$ cat src/rtl/nand_seq_pkg.sv
// Shared types and field positions for the NAND PIO sequencer.
// Assumes an 8-bit flash bus, at most five address bytes and a 32-bit data word.
package nand_seq_pkg;

    localparam int MAX_ADDR   = 5;
    localparam int DATA_BYTES = 4;
    localparam int DIDX_W     = $clog2(DATA_BYTES);

    // register selects
    localparam logic [2:0] SEL_CMD1  = 3'd0;
    localparam logic [2:0] SEL_CMD2  = 3'd1;
    localparam logic [2:0] SEL_ADDR1 = 3'd2;
    localparam logic [2:0] SEL_ADDR2 = 3'd3;
    localparam logic [2:0] SEL_DATA  = 3'd4;
    localparam logic [2:0] SEL_TIME  = 3'd5;
    localparam logic [2:0] SEL_CMDW  = 3'd6;

    // command word bit positions
    localparam int CW_GO    = 31;
    localparam int CW_CLE   = 30;
    localparam int CW_ALE   = 29;
    localparam int CW_PIO   = 28;
    localparam int CW_TX    = 27;
    localparam int CW_SEC   = 26;
    localparam int CW_DAFT  = 25;
    localparam int CW_CE    = 24;
    localparam int CW_SIZE  = 20;
    localparam int CW_ACNT  = 16;

    typedef enum logic [2:0] {
        S_IDLE, S_CMD1, S_ADDR, S_DOUT, S_CMD2, S_WAITRB, S_DIN
    } seq_state_t;

    typedef struct packed {
        logic       cle_en;
        logic       ale_en;
        logic       pio;
        logic       tx;
        logic       sec;
        logic       dafter;
        logic       ce;
        logic [1:0] size;
        logic [2:0] acnt;
    } cmd_word_t;

endpackage

$ cat src/rtl/nand_strobe_timer.sv
// Times one bus byte: an idle launch cycle, a low phase of low_cnt+1 clocks
// and a high phase of high_cnt+1 clocks. Counts must stay stable while busy.
module nand_strobe_timer #(
    parameter int CNT_W = 4
) (
    input  logic             clk,
    input  logic             rst_n,
    input  logic             start,
    input  logic [CNT_W-1:0] low_cnt,
    input  logic [CNT_W-1:0] high_cnt,
    output logic             strobe_low,
    output logic             sample,
    output logic             done,
    output logic             busy
);
    typedef enum logic [1:0] {T_IDLE, T_LOW, T_HIGH} tphase_t;

    tphase_t          ph_q;
    logic [CNT_W-1:0] cnt_q;

    // phase and countdown for the current byte
    always_ff @(posedge clk) begin
        if (!rst_n) begin
            ph_q  <= T_IDLE;
            cnt_q <= '0;
        end else begin
            unique case (ph_q)
                T_IDLE: if (start) begin
                    ph_q  <= T_LOW;
                    cnt_q <= low_cnt;
                end
                T_LOW: if (cnt_q == '0) begin
                    ph_q  <= T_HIGH;
                    cnt_q <= high_cnt;
                end else begin
                    cnt_q <= cnt_q - 1'b1;
                end
                T_HIGH: if (cnt_q == '0) ph_q <= T_IDLE;
                        else cnt_q <= cnt_q - 1'b1;
                default: ph_q <= T_IDLE;
            endcase
        end
    end

    assign strobe_low = (ph_q == T_LOW);
    assign sample     = (ph_q == T_LOW)  && (cnt_q == '0);
    assign done       = (ph_q == T_HIGH) && (cnt_q == '0);
    assign busy       = (ph_q != T_IDLE);

endmodule

$ cat src/rtl/nand_byte_path.sv
// Picks the outgoing address or data byte by index and gathers read bytes
// into little-endian lanes. The lanes clear while the sequencer is idle.
module nand_byte_path
    import nand_seq_pkg::*;
(
    input  logic                    clk,
    input  logic                    rst_n,
    input  logic                    clr,
    input  logic                    cap,
    input  logic [2:0]              idx,
    input  logic [7:0]              dq_i,
    input  logic [31:0]             addr1,
    input  logic [7:0]              addr2,
    input  logic [8*DATA_BYTES-1:0] data_word,
    output logic [7:0]              addr_byte,
    output logic [7:0]              tx_byte,
    output logic [8*DATA_BYTES-1:0] rx_word
);
    logic [7:0] abyte [MAX_ADDR];
    logic [7:0] dbyte [DATA_BYTES];

    for (genvar g = 0; g < 4; g++) begin : g_abyte
        assign abyte[g] = addr1[8*g +: 8];
    end
    assign abyte[4] = addr2;

    for (genvar g = 0; g < DATA_BYTES; g++) begin : g_lane
        logic [7:0] lane_q;
        assign dbyte[g] = data_word[8*g +: 8];
        // capture the read byte that belongs to this lane
        always_ff @(posedge clk) begin
            if (!rst_n || clr)                  lane_q <= '0;
            else if (cap && idx == 3'(g))       lane_q <= dq_i;
        end
        assign rx_word[8*g +: 8] = lane_q;
    end

    assign addr_byte = (idx < 3'(MAX_ADDR)) ? abyte[idx] : '0;
    assign tx_byte   = dbyte[idx[DIDX_W-1:0]];

endmodule

$ cat src/rtl/nand_pio_seq.sv
// NAND flash PIO sequencer: holds the program registers and steps through the
// command, address, data and second-command phases chosen by the command word.
// Assumes one flash chip and that its ready/busy line is already synchronous.
module nand_pio_seq
    import nand_seq_pkg::*;
#(
    parameter int CNT_W = 4
) (
    input  logic        clk,
    input  logic        rst_n,
    input  logic        reg_we,
    input  logic [2:0]  reg_sel,
    input  logic [31:0] reg_wdata,
    output logic        go_o,
    output logic [31:0] data_o,
    output logic        nand_ce_n,
    output logic        nand_cle,
    output logic        nand_ale,
    output logic        nand_we_n,
    output logic        nand_re_n,
    output logic [7:0]  nand_dq_o,
    output logic        nand_dq_oe,
    input  logic [7:0]  nand_dq_i,
    input  logic        nand_rb
);
    logic [7:0]       cmd1_q, cmd2_q, addr2_q;
    logic [31:0]      addr1_q, data_q;
    logic [CNT_W-1:0] tlow_q, thigh_q;
    cmd_word_t        cw_q;
    logic             go_q;
    seq_state_t       st_q, st_nxt;
    seq_state_t       data_st, after_addr, after_cmd1, first_st, after_data, after_rb;
    logic [2:0]       idx_q;
    logic             last_addr, last_data, finish, byte_state, in_rb_wait, rb_release;
    logic             tmr_low, tmr_sample, tmr_done, tmr_busy;
    logic [7:0]       addr_byte, tx_byte;
    logic [31:0]      rx_word;

    assign in_rb_wait = (st_q == S_WAITRB);
    assign rb_release = in_rb_wait && nand_rb;
    assign finish     = go_q && (st_nxt == S_IDLE);
    assign byte_state = (st_q == S_CMD1) || (st_q == S_ADDR) || (st_q == S_DOUT)
                     || (st_q == S_CMD2) || (st_q == S_DIN);

    // register file: writes only while idle, start bit, read-data update at finish
    always_ff @(posedge clk) begin
        if (!rst_n) begin
            cmd1_q <= '0; cmd2_q <= '0; addr1_q <= '0; addr2_q <= '0;
            data_q <= '0; tlow_q <= '0; thigh_q <= '0; cw_q <= '0; go_q <= 1'b0;
        end else if (finish) begin
            go_q <= 1'b0;
            if (cw_q.pio && !cw_q.tx) data_q <= rx_word;
        end else if (reg_we && !go_q) begin
            unique case (reg_sel)
                SEL_CMD1:  cmd1_q  <= reg_wdata[7:0];
                SEL_CMD2:  cmd2_q  <= reg_wdata[7:0];
                SEL_ADDR1: addr1_q <= reg_wdata;
                SEL_ADDR2: addr2_q <= reg_wdata[7:0];
                SEL_DATA:  data_q  <= reg_wdata;
                SEL_TIME: begin
                    tlow_q  <= reg_wdata[CNT_W-1:0];
                    thigh_q <= reg_wdata[2*CNT_W-1:CNT_W];
                end
                SEL_CMDW: begin
                    go_q        <= reg_wdata[CW_GO];
                    cw_q.cle_en <= reg_wdata[CW_CLE];
                    cw_q.ale_en <= reg_wdata[CW_ALE];
                    cw_q.pio    <= reg_wdata[CW_PIO];
                    cw_q.tx     <= reg_wdata[CW_TX];
                    cw_q.sec    <= reg_wdata[CW_SEC];
                    cw_q.dafter <= reg_wdata[CW_DAFT];
                    cw_q.ce     <= reg_wdata[CW_CE];
                    cw_q.size   <= reg_wdata[CW_SIZE +: 2];
                    cw_q.acnt   <= (reg_wdata[CW_ACNT +: 3] > 3'(MAX_ADDR)) ?
                                   3'(MAX_ADDR) : reg_wdata[CW_ACNT +: 3];
                end
                default: ;
            endcase
        end
    end

    // phase ordering: pick the successor of each phase from the command word
    always_comb begin
        data_st    = cw_q.tx ? S_DOUT : S_DIN;
        after_addr = (cw_q.pio && cw_q.dafter) ? data_st :
                     cw_q.sec ? S_CMD2 : cw_q.pio ? data_st : S_IDLE;
        after_cmd1 = (cw_q.ale_en && cw_q.acnt != 3'd0) ? S_ADDR : after_addr;
        first_st   = cw_q.cle_en ? S_CMD1 : after_cmd1;
        after_data = (cw_q.dafter && cw_q.sec) ? S_CMD2 : S_IDLE;
        after_rb   = (cw_q.pio && !cw_q.dafter) ? data_st : S_IDLE;
        last_addr  = (idx_q == cw_q.acnt - 3'd1);
        last_data  = (idx_q == {1'b0, cw_q.size});
        st_nxt     = st_q;
        unique case (st_q)
            S_IDLE:   if (go_q) st_nxt = first_st;
            S_CMD1:   if (tmr_done) st_nxt = after_cmd1;
            S_ADDR:   if (tmr_done && last_addr) st_nxt = after_addr;
            S_DOUT,
            S_DIN:    if (tmr_done && last_data) st_nxt = after_data;
            S_CMD2:   if (tmr_done) st_nxt = S_WAITRB;
            S_WAITRB: if (rb_release) st_nxt = after_rb;
            default:  st_nxt = S_IDLE;
        endcase
    end

    // state and byte index within the current phase
    always_ff @(posedge clk) begin
        if (!rst_n) begin
            st_q  <= S_IDLE;
            idx_q <= '0;
        end else begin
            st_q <= st_nxt;
            if (st_nxt != st_q) idx_q <= '0;
            else if (tmr_done)  idx_q <= idx_q + 3'd1;
        end
    end

    nand_strobe_timer #(.CNT_W(CNT_W)) u_timer (
        .clk(clk), .rst_n(rst_n), .start(byte_state && !tmr_busy),
        .low_cnt(tlow_q), .high_cnt(thigh_q), .strobe_low(tmr_low),
        .sample(tmr_sample), .done(tmr_done), .busy(tmr_busy)
    );

    nand_byte_path u_bytes (
        .clk(clk), .rst_n(rst_n), .clr(st_q == S_IDLE),
        .cap(tmr_sample && st_q == S_DIN), .idx(idx_q), .dq_i(nand_dq_i),
        .addr1(addr1_q), .addr2(addr2_q), .data_word(data_q),
        .addr_byte(addr_byte), .tx_byte(tx_byte), .rx_word(rx_word)
    );

    // bus pins derived from phase and strobe timer
    always_comb begin
        nand_cle   = (st_q == S_CMD1) || (st_q == S_CMD2);
        nand_ale   = (st_q == S_ADDR);
        nand_dq_oe = nand_cle || nand_ale || (st_q == S_DOUT);
        unique case (st_q)
            S_CMD1:  nand_dq_o = cmd1_q;
            S_CMD2:  nand_dq_o = cmd2_q;
            S_ADDR:  nand_dq_o = addr_byte;
            S_DOUT:  nand_dq_o = tx_byte;
            default: nand_dq_o = '0;
        endcase
        nand_we_n = !(tmr_low && nand_dq_oe);
        nand_re_n = !(tmr_low && st_q == S_DIN);
        nand_ce_n = !(go_q && cw_q.ce);
    end

    assign go_o   = go_q;
    assign data_o = data_q;

endmodule

$ cat config.mk
export PLATFORM = sky130hd
export DESIGN_NAME = nand_pio_seq
export DESIGN_NICKNAME = d
export VERILOG_FILES = /design/src/rtl/nand_seq_pkg.sv /design/src/rtl/nand_strobe_timer.sv /design/src/rtl/nand_byte_path.sv /design/src/rtl/nand_pio_seq.sv
export SDC_FILE = /design/constraint.sdc
export NUM_CORES = 1
export LEC_CHECK = 0
export BUFFER_PORTS_ARGS = -buffer_cell sky130_fd_sc_hd__buf_4
export CAP_MARGIN = 20
export CORE_UTILIZATION = 52
export CTS_CLUSTER_SIZE = 12
export DETAILED_ROUTE_END_ITERATION = 8
export PLACE_DENSITY = 0.76
export SLEW_MARGIN = 40
export SYNTH_ARGS = -nofsm -noshare
export SYNTH_HDL_FRONTEND = slang
export SYNTH_SLANG_ARGS = --single-unit
$ cat constraint.sdc
create_clock -name clk -period 3.1 [get_ports clk]
set_input_delay 0.62 -clock clk [delete_from_list [all_inputs] [get_ports clk]]
set_output_delay 0.62 -clock clk [all_outputs]
set_load 0.01 [all_outputs]
* Word level (Yosys, flattened, before mapping)
Index checks and enable logic that the tools add are counted.
Storage, ports and cells: output and inout port bits 47, word-level logic and storage cells 158, input bits 47, register bits after elaboration 153
Operators by class: eq/ne operators 25, reduce and logical (&&, ||, !) cells 61, $lt $le $gt $ge 4, add/subtract/negate cells 3, bitwise operators 4, mux-type cells 36
Operators with widths (count):
- 32-bit two-way mux | 4
- 3-bit two-way mux | 15
- 8-bit two-way mux | 5
- 8-bit one-hot mux with 4 select lines | 1
- 3-bit AND reduction | 9
- 8-bit binary-select mux with 3-bit select | 1
- 1-bit logical AND | 21
- 3-bit by 2-bit equality test with 1-bit output (second input constant) | 6
- 3-bit equality test (second input constant) | 6
- 3-bit one-hot mux with 6 select lines | 1
- 8-bit binary-select mux with 2-bit select | 1
- 3-bit logical NOT | 4
- 4-bit two-way mux | 3
- 4-bit one-hot mux with 3 select lines | 1
- 3-bit by 1-bit equality test with 1-bit output (second input constant) | 3
- 1-bit logical NOT | 8
- 1-bit logical OR | 8
- 2-bit by 1-bit inequality test with 1-bit output (second input constant) | 4
- 2-bit two-way mux | 3
- 2-bit one-hot mux with 3 select lines | 1
- 2-bit nonzero test | 3
- 3-bit nonzero test | 2
- 2-bit OR reduction | 3
- 4-bit greater-or-equal comparator (second input constant) | 1
- other kinds (18) | 19

* Depth between registers and ports, before layout
word-level depth 12, gate-level depth with buffers 12, gate-level depth less buffers 9

* By module
From an unflattened synthesis, not the netlist that was laid out.
Unflattened totals: cells, all modules 850, area, all modules 7782.5 µm²
By module, submodules not included:
- nand_pio_seq | area each 5485.3 µm², times used 1, cells an instance 607
- nand_byte_path | area each 1740.4 µm², times used 1, cells an instance 180
- nand_strobe_timer | area each 556.8 µm², times used 1, cells an instance 63

* Worst setup path before layout
Ideal clock, no wire load.
path type reg-to-reg, start register u_timer.ph_q[0], end register data_q[24] (netlist: data_o[24]), slack 246 ps, data required time 2981 ps, cell stages (with the launch flop) 13, period minus slack after synthesis 2854 ps, arrival time 2736 ps, path buffers 3, cells stage by stage dfxtp_1 -> inv_1 -> ha_1 -> nand4bb_1 -> buf_2 -> a2111o_1 -> o211ai_1 -> a211o_1 -> a2111o_1 -> or3_1 -> buf_2 -> buf_6 -> o221a_1
On the way: cells in the longest elaborated chain, start to end 9, elaborated cells between the ends (all ways) 16
RTL lines:
- start: declaration | RTL line nand_strobe_timer.sv:18 | tphase_t ph_q;
- start signal: assignment | RTL line nand_strobe_timer.sv:24 | ph_q <= T_IDLE;
- start signal: assignment | RTL line nand_strobe_timer.sv:29 | ph_q <= T_LOW;
- start signal: assignment | RTL line nand_strobe_timer.sv:33 | ph_q <= T_HIGH;
- 2-bit equality test (*) | RTL line nand_strobe_timer.sv:47 | assign done = (ph_q == T_HIGH) && (cnt_q == '0);
- 1-bit logical AND (*) | RTL line nand_strobe_timer.sv:47
- 1-bit logical AND (on tied branches) | RTL line nand_pio_seq.sv:99, nand_pio_seq.sv:97
- 3-bit two-way mux (on tied branches) | RTL line nand_pio_seq.sv:99, nand_pio_seq.sv:97
- 3-bit one-hot mux with 6 select lines (*) | RTL line nand_pio_seq.sv:94 | unique case (st_q)
- 3-bit logical NOT (*) | RTL line nand_pio_seq.sv:41 | assign finish = go_q && (st_nxt == S_IDLE);
- 1-bit logical AND (*) | RTL line nand_pio_seq.sv:41
- 2-bit by 1-bit inequality test with 1-bit output (no line) / 2-bit nonzero test (equally long branches)
- 3-bit AND reduction (no line)
- end signal: assignment | RTL line nand_pio_seq.sv:52 | if (cw_q.pio && !cw_q.tx) data_q <= rx_word;
- end signal: assignment | RTL line nand_pio_seq.sv:59 | SEL_DATA: data_q <= reg_wdata;
- end: declaration | RTL line nand_pio_seq.sv:27 | logic [31:0] addr1_q, data_q;
Mark *: on every way between the ends. The rest lies on a longest branch, timed or not. A chain may end at the register's enable or synchronous reset.

* Worst setup path in the final report
start register idx_q[1], end output nand_dq_o[0]
On the way: cells in the longest elaborated chain, start to end 6, elaborated cells between the ends (all ways) 11
RTL lines:
- start: declaration | RTL line nand_pio_seq.sv:33 | logic [2:0] idx_q;
- start signal: assignment | RTL line nand_pio_seq.sv:114 | else if (tmr_done) idx_q <= idx_q + 3'd1;
- 3-bit inverter with 4-bit output (implied by the code) | RTL line nand_byte_path.sv:38 | assign addr_byte = (idx < 3'(MAX_ADDR)) ? abyte[idx] : '0;
- 8-bit binary-select mux with 3-bit select | RTL line nand_byte_path.sv:38
- 8-bit two-way mux (implied by the code) (2 in a row) | RTL line nand_byte_path.sv:38
- 8-bit two-way mux | RTL line nand_byte_path.sv:38
- 8-bit one-hot mux with 4 select lines (*) | RTL line nand_pio_seq.sv:136 | unique case (st_q)
- end: declaration | RTL line nand_pio_seq.sv:21 | output logic [7:0] nand_dq_o,
Mark *: on every way between the ends. The rest lies on a longest branch, timed or not. The select of a mux whose other input is x is not followed.

==> run metrics <==
max-slew violations=0; Yosys cell types=47; CTS tree=yes; Lkg Pwr=3.240 nW; core footprint=0.01319 mm²; die width=118.1 µm; max frequency=0.3381 GHz; CTS root buf=clkbuf_16; routed wire length per instance=19.23 µm; Starting Density=0.5317; Layout Nets=959; sequential area share after synthesis=0.4368; CTS clk-pin slew, worst paths=70 ps; critical path type=reg2out; Avg Cell Area, Syn=8.615 µm²; clock buffer depth=2; Critical Path Sink Type=primary output; Mapped Nets=873; DRT Pass-1 Iters=5; critical path required time=2480 ps; cts bufs inserted=17; slew of the pin with the lowest slew margin=869.3 ps; CP max FO=21; Yosys warnings=0; EDFF count, synth=0; Max-Cap Viols=0; clk_lat worst skew=430 ps; antenna cells=0; drt via density=5.911; pwr dens=526.0 mW/mm²; ratio of final minimum period to clock period=0.9541; # DRC=0; commonest non-fill, non-tap cells in the layout=160 x nand2_1, 153 x dfxtp_1, 132 x nor2_1, 115 x buf_4, 91 x a21oi_1; vias in the first global route=5,955; prevailing post-synth register cell=dfxtp_1; initial antenna violation count=0; Placer Congestion=0.9444; Yosys reg bits=153; Syn-to-layout area delta=21.30%; Peak VDD IR=0.0004096 V; Die Height=118.1 µm; HP Class=in2reg; post-DP HPWL=14,480 µm; leading cell type in the layout, fill and taps excluded=nand2_1; first-iteration detailed-routing DRC count=725; GRT Total Usage=0.2975; unrepaired setup endpoints after global routing=false; Rel. slew slack=0.4183; post-route setup TNS=0 ps; routed vias=6,437; # fillers=1,141; Post-Syn Area=0.007013 mm²; minimum clock period=2958 ps; htree depth=4; die area=0.01395 mm²; io pins=94; I/O Buffers=93; Worst Skew=7.249 ps; Async SR Flop Fraction=0; Worst EP arrival=2340 ps; Overall Power=4.475 mW; status=finished clean; CTS Hold Buffers Added=0; Row Count=42; # setup viols final=0; Syn Inst Count=814; first-pass GRT wire length=31,880 µm; WL final=20,940 µm; largest net degree at the start of global routing=61; Hold Vio Cnt, Final=0; CP Launch Type=flip-flop; share of layout cells above drive strength 1=0.1884; total gr overflow=0; clock sink count=153; DRT antenna net count=0
==> per-layer routing <==
metal,track usage,up-vias,part of all wire
li1,-,3017,-
met1,0.4045,3105,0.44
met2,0.4625,282,0.47
met3,0.06081,33,0.068
met4,0.1186,0,0.025
met5,0,-,0
==> critical path, stage by stage (launching register included) <==
cell and delay [ps]:
dfxtp_1 420, buf_8 250, mux4_2 550, a22oi_1 170, nor2_1 90, a21oi_1 170
o22ai_1 100, buf_4 150
==> registers in the layout, indices dropped and copies added (netlist names) <==
| register | count |
|---|---|
| addr1_q | 32 |
| addr2_q | 8 |
| cmd1_q | 8 |
| cmd2_q | 8 |
| cw_q | 12 |
| data_o | 32 |
| go_o | 1 |
| idx_q | 3 |
| st_q | 3 |
| thigh_q | 4 |
| tlow_q | 4 |
| u_bytes.g_lane.lane_q | 32 |
| u_timer.cnt_q | 4 |
| u_timer.ph_q | 2 |
==> synth_stat cells (6+ instances only) <==
cell | instances | area (µm²)
a21oi_1 | 91 | 455.4
a22oi_1 | 8 | 60.06
and2_1 | 6 | 37.54
buf_2 | 6 | 30.03
clkbuf_1 | 40 | 150.1
dfxtp_1 | 153 | 3063
ha_1 | 12 | 150.1
inv_1 | 11 | 41.29
mux2i_1 | 50 | 500.5
mux4_2 | 16 | 360.4
nand2_1 | 160 | 600.6
nand2b_1 | 10 | 62.56
nor2_1 | 132 | 495.5
nor3_1 | 9 | 45.04
o211ai_1 | 7 | 52.55
o221a_1 | 32 | 360.4
o22ai_1 | 8 | 50.05
==> where the power goes <==
group          internal, mW  switching (mW)  total (mW)
combinational         0.192           0.286       0.478
clock                  1.06           0.881        1.94
sequential             2.01          0.0408        2.05
==> per-stage QoR <==
step / worst slack, ps / hold slack, ps / util / instance area (µm²) / std cells
floorplan: 245.5 / 431.9 / - / 7013 / 814
global placement: 79.94 / 439.4 / 0.6006 / 7921 / 1057
detailed placement: 2.556 / 447.5 / 0.6006 / 7921 / 1057
CTS: 19.77 / 440.8 / 0.6431 / 8483 / 1089
global route: 9.131 / 445.5 / 0.6449 / 8507 / 1089
finish: 142.2 / 449.9 / 0.6449 / 8507 / 1089
==> worst paths after layout <==
check | start | to | slack [ps] | cells after the start
setup / recovery | idx_q[1] | nand_dq_o[0] | 140 | 7
hold / removal | reg_wdata[19] | addr1_q[19] | 450 | 3
setup reg to reg | u_timer.cnt_q[1] | data_o[21] | 160 | 10
hold reg to reg | addr1_q[31] | addr1_q[31] | 460 | 2
==> layout make-up <==
cell class | count | area, µm² | area share
repair buffers | 117 | 898.4 | 0.1056
inverters | 14 | 53.80 | 0.006324
flip-flops and latches | 153 | 3063 | 0.3601
clock buffers | 18 | 439.2 | 0.05163
multi-input cells | 597 | 3719 | 0.4371
clock inverters | 14 | 113.9 | 0.01338
well taps | 176 | 220.2 | 0.02589
==> repair_timing <==
action | in CTS | in global routing
buffers inserted | 0 | 0
hold endpoints to repair | 0 | 0
cloned | 0 | 0
pin swaps | 0 | 1
resized for setup | 1 | 3
endpoints found under the setup margin | 14 | 39
==> cells by family after synthesis <==
group                    Yosys count  share of synthesized area
flip-flops                       153                     0.4368
AO/OA/AOI/OAI                    168                     0.1645
buffers and inverters             64                    0.03854
AND/OR/NAND/NOR                  342                     0.2027
XOR/XNOR                           9                    0.01338
adder cells (fa/ha/maj)           12                    0.02141
multiplexers                      66                     0.1227
No activity file was read; power rests on OpenSTA's default activity.
